$ cat config.mk
export PLATFORM = sky130hd
export DESIGN_NAME = chg_port_seq
export DESIGN_NICKNAME = d
export VERILOG_FILES = /design/src/rtl/chg_seq_pkg.sv /design/src/rtl/chg_dbnc.sv /design/src/rtl/chg_phase_timer.sv /design/src/rtl/chg_ilim_map.sv /design/src/rtl/chg_port_seq.sv
export SDC_FILE = /design/constraint.sdc
export NUM_CORES = 1
export LEC_CHECK = 0
export BUFFER_PORTS_ARGS = -buffer_cell sky130_fd_sc_hd__buf_2
export CORE_ASPECT_RATIO = 0.7
export CORE_MARGIN = 2
export CORE_UTILIZATION = 30
export DETAILED_ROUTE_END_ITERATION = 10
export PLACE_DENSITY = 0.52
export SLEW_MARGIN = 20
export SYNTH_ARGS = -nofsm -noshare
export SYNTH_HDL_FRONTEND = slang
export SYNTH_SLANG_ARGS = --single-unit
$ cat constraint.sdc
create_clock -name clk -period 1.8 [get_ports clk]
set_input_delay 0.27 -clock clk [delete_from_list [all_inputs] [get_ports clk]]
set_output_delay 0.27 -clock clk [all_outputs]
set_load 0.02 [all_outputs]
$ cat src/rtl/chg_seq_pkg.sv
package chg_seq_pkg;

    typedef enum logic [2:0] {
        ST_IDLE = 3'd0,
        ST_DCD  = 3'd1,
        ST_PRI  = 3'd2,
        ST_SEC  = 3'd3,
        ST_DONE = 3'd4
    } seq_st_e;

    typedef enum logic [1:0] {
        PK_NONE = 2'd0,
        PK_STD  = 2'd1,
        PK_CHG  = 2'd2,
        PK_DED  = 2'd3
    } port_kind_e;

    localparam logic [2:0] IL_SUSP = 3'd0;
    localparam logic [2:0] IL_100  = 3'd1;
    localparam logic [2:0] IL_500  = 3'd2;
    localparam logic [2:0] IL_1A5  = 3'd3;

endpackage

$ cat src/rtl/chg_dbnc.sv
module chg_dbnc #(
    parameter int DBNC_CYC = 4
) (
    input  logic clk,
    input  logic rst_n,
    input  logic clr,
    input  logic smp,
    output logic ok,
    output logic val
);
    localparam int CW = $clog2(DBNC_CYC + 1);

    logic [CW-1:0] run_q;
    logic          last_q;

    always_ff @(posedge clk) begin
        if (!rst_n) begin
            run_q  <= '0;
            last_q <= 1'b0;
        end else if (clr) begin
            run_q  <= '0;
        end else if (run_q == '0 || smp != last_q) begin
            run_q  <= CW'(1);
            last_q <= smp;
        end else if (run_q != CW'(DBNC_CYC)) begin
            run_q  <= run_q + CW'(1);
        end
    end

    assign ok  = (run_q == CW'(DBNC_CYC));
    assign val = last_q;

    AST_DBNC_CAP: assert property (@(posedge clk) disable iff (!rst_n)
        run_q <= CW'(DBNC_CYC));

endmodule

$ cat src/rtl/chg_phase_timer.sv
module chg_phase_timer #(
    parameter int TMO_CYC = 1000
) (
    input  logic clk,
    input  logic rst_n,
    input  logic clr,
    output logic tmo
);
    localparam int CW = $clog2(TMO_CYC + 1);

    logic [CW-1:0] cnt_q;

    always_ff @(posedge clk) begin
        if (!rst_n) begin
            cnt_q <= '0;
        end else if (clr) begin
            cnt_q <= '0;
        end else if (cnt_q != CW'(TMO_CYC)) begin
            cnt_q <= cnt_q + CW'(1);
        end
    end

    assign tmo = (cnt_q == CW'(TMO_CYC));

    AST_TMR_CAP: assert property (@(posedge clk) disable iff (!rst_n)
        cnt_q <= CW'(TMO_CYC));

endmodule

$ cat src/rtl/chg_ilim_map.sv
module chg_ilim_map
    import chg_seq_pkg::*;
(
    input  logic       clk,
    input  logic       rst_n,
    input  seq_st_e    st,
    input  port_kind_e kind,
    input  logic       susp,
    input  logic       enum_done,
    output logic [2:0] ilim_q
);
    logic [2:0] ilim_nx;

    always_comb begin
        ilim_nx = IL_100;
        unique case (st)
            ST_IDLE: ilim_nx = IL_SUSP;
            ST_DCD, ST_PRI, ST_SEC: ilim_nx = IL_100;
            ST_DONE: begin
                unique case (kind)
                    PK_STD:  ilim_nx = susp ? IL_SUSP : (enum_done ? IL_500 : IL_100);
                    PK_CHG,
                    PK_DED:  ilim_nx = IL_1A5;
                    default: ilim_nx = IL_100;
                endcase
            end
            default: ilim_nx = IL_SUSP;
        endcase
    end

    always_ff @(posedge clk) begin
        if (!rst_n) ilim_q <= IL_SUSP;
        else        ilim_q <= ilim_nx;
    end

    AST_IDLE_LOW: assert property (@(posedge clk) disable iff (!rst_n)
        (st == ST_IDLE) |=> (ilim_q == IL_SUSP));
    AST_DET_100: assert property (@(posedge clk) disable iff (!rst_n)
        (st == ST_DCD || st == ST_PRI || st == ST_SEC) |=> (ilim_q == IL_100));

endmodule

$ cat src/rtl/chg_port_seq.sv
module chg_port_seq
    import chg_seq_pkg::*;
#(
    parameter int DBNC_CYC = 4,
    parameter int TMO_CYC  = 1000
) (
    input  logic       clk,
    input  logic       rst_n,
    input  logic       vbus_ok,
    input  logic       dcd_hit,
    input  logic       pri_cmp,
    input  logic       sec_cmp,
    input  logic       enum_done,
    input  logic       susp,
    output logic       dcd_start,
    output logic       pri_start,
    output logic       sec_start,
    output logic [1:0] port_kind,
    output logic [2:0] ilim_code,
    output logic       xcvr_own
);
    seq_st_e    st_q, st_nx;
    port_kind_e kind_q, kind_nx;
    logic       db_smp, db_ok, db_val, tmo, ph_clr;

    // comparator input for the active phase
    always_comb begin
        unique case (st_q)
            ST_DCD:  db_smp = dcd_hit;
            ST_PRI:  db_smp = pri_cmp;
            ST_SEC:  db_smp = sec_cmp;
            default: db_smp = 1'b0;
        endcase
    end

    // next state and result
    always_comb begin
        st_nx   = st_q;
        kind_nx = kind_q;
        if (!vbus_ok) begin
            st_nx   = ST_IDLE;                       // T_DETACH
            kind_nx = PK_NONE;
        end else begin
            unique case (st_q)
                ST_IDLE: st_nx = ST_DCD;             // T_ATTACH
                ST_DCD: begin
                    if (db_ok && db_val) begin
                        st_nx = ST_PRI;              // T_CONTACT
                    end else if (tmo) begin
                        st_nx   = ST_DONE;           // T_DCD_TMO
                        kind_nx = PK_STD;
                    end
                end
                ST_PRI: begin
                    if (db_ok && db_val) begin
                        st_nx = ST_SEC;              // T_PRI_CHG
                    end else if (db_ok || tmo) begin
                        st_nx   = ST_DONE;           // T_PRI_STD / T_PRI_TMO
                        kind_nx = PK_STD;
                    end
                end
                ST_SEC: begin
                    if (db_ok) begin
                        st_nx   = ST_DONE;           // T_SEC_RES
                        kind_nx = db_val ? PK_DED : PK_CHG;
                    end else if (tmo) begin
                        st_nx   = ST_DONE;           // T_SEC_TMO
                        kind_nx = PK_STD;
                    end
                end
                ST_DONE: st_nx = ST_DONE;
                default: st_nx = ST_IDLE;
            endcase
        end
    end

    assign ph_clr = (st_nx != st_q);

    chg_dbnc #(.DBNC_CYC(DBNC_CYC)) i_dbnc (
        .clk(clk), .rst_n(rst_n), .clr(ph_clr), .smp(db_smp),
        .ok(db_ok), .val(db_val)
    );

    chg_phase_timer #(.TMO_CYC(TMO_CYC)) i_tmr (
        .clk(clk), .rst_n(rst_n), .clr(ph_clr), .tmo(tmo)
    );

    // state register
    always_ff @(posedge clk) begin
        if (!rst_n) begin
            st_q   <= ST_IDLE;
            kind_q <= PK_NONE;
        end else begin
            st_q   <= st_nx;
            kind_q <= kind_nx;
        end
    end

    // registered outputs
    always_ff @(posedge clk) begin
        if (!rst_n) begin
            dcd_start <= 1'b0;
            pri_start <= 1'b0;
            sec_start <= 1'b0;
            xcvr_own  <= 1'b0;
        end else begin
            dcd_start <= (st_nx == ST_DCD) && (st_q != ST_DCD);
            pri_start <= (st_nx == ST_PRI) && (st_q != ST_PRI);
            sec_start <= (st_nx == ST_SEC) && (st_q != ST_SEC);
            xcvr_own  <= (st_nx == ST_DONE) && (kind_nx == PK_STD || kind_nx == PK_CHG);
        end
    end

    assign port_kind = kind_q;

    chg_ilim_map i_ilim (
        .clk(clk), .rst_n(rst_n), .st(st_q), .kind(kind_q),
        .susp(susp), .enum_done(enum_done), .ilim_q(ilim_code)
    );

    AST_ONE_START: assert property (@(posedge clk) disable iff (!rst_n)
        $countones({dcd_start, pri_start, sec_start}) <= 1);
    AST_VBUS_DROP: assert property (@(posedge clk) disable iff (!rst_n)
        !vbus_ok |=> (port_kind == 2'd0 && !xcvr_own));
    AST_DED_NO_XCVR: assert property (@(posedge clk) disable iff (!rst_n)
        (port_kind == 2'd3) |-> !xcvr_own);
    AST_SEC_AFTER_PRI: assert property (@(posedge clk) disable iff (!rst_n)
        sec_start |-> ($past(st_q) == ST_PRI));
    AST_PRI_AFTER_DCD: assert property (@(posedge clk) disable iff (!rst_n)
        pri_start |-> ($past(st_q) == ST_DCD));

endmodule

==> results.cfg <==
[power]
cellLeakagePower_nw = 0.707
p_total_w = 0.00105
ir_worst_vdd_mv = 0.252
comb_power_share = 0.140
power.density_nw_per_um2 = 569
p_int_w = 0.000789
p_sw_w = 0.000260
p_seq_frac = 0.541
pwr-share-clk = 0.319
swShare = 0.248

[worst_setup_path]
r2r_cells = 9
reg2reg_slack_ns = -0.01
startpoint = i_dbnc.run_q[0]$_SDFFE_PP0P_
cp-start-kind = flop
path_max_fanout = 6
endpoint_kind = flop
crit_end = i_tmr.cnt_q[7]$_SDFFE_PP0N_
criticalPathCategory = reg -> reg
worstPathRequired_ns = 1.97
worstReg2RegStart = i_dbnc.run_q[0]$_SDFFE_PP0P_
r2r_end = i_tmr.cnt_q[7]$_SDFFE_PP0N_
cp.arrival_ns = 1.98

[placed_design]
place_congestion = 0.855
placedInstanceArea_um2 = 1600
port_buffers = 15
post-dp-hpwl_um = 2310
dp_worst_setup_slack_ns = -0.212

[logic_synthesis]
synth_edf_count = 0
synth_compound_area_frac = 0.173
synthDistinctLibCells = 44
synthesis.area_um2 = 1380
synth_ff_type = dfxtp_1
yosys.area_share.adder = 0.0363
synth-xor-area-share = 0.0763
synth.yosys.seq_area_share = 0.363
async_flop_share = 0
syn_area_per_cell_um2 = 9.00
synth_simple_gate_area_frac = 0.259
ys_ff_latch = 25
ys.warnings.count = 0
synthMuxAreaShare = 0.0154
synth_top_family_by_area = simple AND/OR/NAND/NOR gates
syn_inst = 153
syn-num-nets = 165

[die]
start_util = 0.315
io_pins = 17
row_count = 20
die_h_um = 60.7
dieArea_um2 = 5160
core-area_um2 = 4380
die_w_um = 85.0

[route]
routed_via_density = 4.78
drtPass1Iterations = 4
drc = 0
via_count = 1190
drt-total-wl_um = 3220
ant_nets = 0
wire_per_inst_um = 12.9
drt_iter0_drc = 31

[sta]
finalHoldViolations = 0
rsz0062_at_grt = yes
final_max_slew_viol_count = 0
timing.fmax_mhz = 552
skew_ns = 0.00342
layout_min_cycle_time_ns = 1.81
finalCritPeriodShare = 1.01
setup_violations = 8
fin_ws_ns = -0.0127

[hold_path]
min_path_type = in -> reg
min_from = enum_done

[finish]
syn_to_final_growth_pct = 33.7
final_common_cell = buf_4
fillers = 411
drive_gt1_frac = 0.443
diodes = 0
final_cell_mix = 25 x buf_4, 19 x dfxtp_1, 15 x buf_2
fin_nets = 207
final_cell_area_um2 = 1840
postLayoutCoreUtil = 0.421

[status]
violations = setup timing
outcome = finished with violations

[global_route]
grt_usage = 0.129
grt_pass1_vias = 1106
grt_first_pass_wirelength_um = 5060
grt_remaining_overflow = 0
antenna_found_initial = 0
grt_max_degree = 14

[run]
maxCapViolations = 0

[clocking]
clockBufferDepth = 2
numCtsBuffers = 3
cts_root_buf = clkbuf_8
clock_latency_ns = 0.27
clk_pin_slew_ns = 0.08
cts_sinks = 25
htreeDepth = 1
cts_tree = yes
-- what timing repair did --
action	CTS	global route
buffers inserted	3	6
hold endpoints to repair	0	0
setup endpoints to repair	14	16
gates resized for setup	7	30
pin swaps	4	8
hold buffers	0	0
-- worst max-delay path, stage by stage, from the launching register on --
cell,delay (ns)
dfxtp_2,0.33
inv_2,0.07
ha_4,0.16
and4b_4,0.26
o21ai_4,0.07
a2111oi_4,0.43
a211oi_4,0.09
nand2_4,0.13
buf_12,0.13
nor2_2,0.04
-- flip-flops by register name, indices dropped and copies added (netlist names) --
register / flops
i_tmr.cnt_q: 10
i_dbnc.run_q: 3
st_q: 3
i_ilim.ilim_q: 2
port_kind: 2
dcd_start: 1
i_dbnc.val: 1
pri_start: 1
sec_start: 1
xcvr_own: 1
-- metal layers --
layer,global-route usage,routed length (um),vias to the layer above
li1,-,-,611
met4,0.0612,51,0
met2,0.204,1450,14
met1,0.168,1650,560
met3,0.0327,76,5
met5,0,0,-
-- metrics by stage --
step | hold WS [ns] | setup TNS [ns] | cells
CTS | 0.262 | 0 | 243
finish | 0.272 | -0.0616 | 249
global placement | 0.489 | -0.652 | 236
global route | 0.253 | -0.911 | 249
floorplan | 0.386 | 0 | 153
detailed placement | 0.510 | -1.26 | 236
-- worst min-delay path by stage --
stage	endpoint	slack, ns	depth (start not counted)
2_1_floorplan	i_ilim.ilim_q[1]$_SDFF_PN0_	0.39	2
3_3_place_gp	i_ilim.ilim_q[1]$_SDFF_PN0_	0.49	2
3_5_place_dp	i_ilim.ilim_q[1]$_SDFF_PN0_	0.51	2
4_1_cts	i_ilim.ilim_q[1]$_SDFF_PN0_	0.26	3
5_1_grt	i_ilim.ilim_q[1]$_SDFF_PN0_	0.25	3
6_report	i_ilim.ilim_q[1]$_SDFF_PN0_	0.27	3
-- cell usage after synthesis (4+ instances only) --
cell type  number  area share
a21oi_1         9       0.033
nor2_1         16       0.044
xnor2_1         9       0.057
ha_1            4       0.036
nor3_1          6       0.022
inv_1           9       0.025
nand2_1        12       0.033
nand3_1         9       0.033
dfxtp_1        25        0.36
-- area by class of cell --
type                    count  area, um2  share of cell area
repair buffers             43        305               0.166
flip-flops and latches     25        510               0.277
clock buffers               4       45.0              0.0245
well taps                  55       68.8              0.0374
inverters                   9       33.8              0.0183
multi-input cells         113        878               0.477
-- power groups by stage --
stage	sequential [W]	combinational, W	clock [W]
3_3_place_gp	0.000580	0.000114	0
3_5_place_dp	0.000581	0.000115	0
6_report	0.000568	0.000147	0.000334
2_1_floorplan	0.000584	0.0000715	0
5_1_grt	0.000569	0.000158	0.000381
4_1_cts	0.000568	0.000136	0.000351
-- cell families (layout without fill, tap and decap cells) --
logic type,count (synthesis),in the layout
flip-flops,25,25
AO/OA/AOI/OAI,30,30
other,1,1
XOR/XNOR,12,12
buffers and inverters,15,56
AND/OR/NAND/NOR,64,64
adder cells (fa/ha/maj),4,4
multiplexers,2,2
Power figures use the tool's default switching activity.
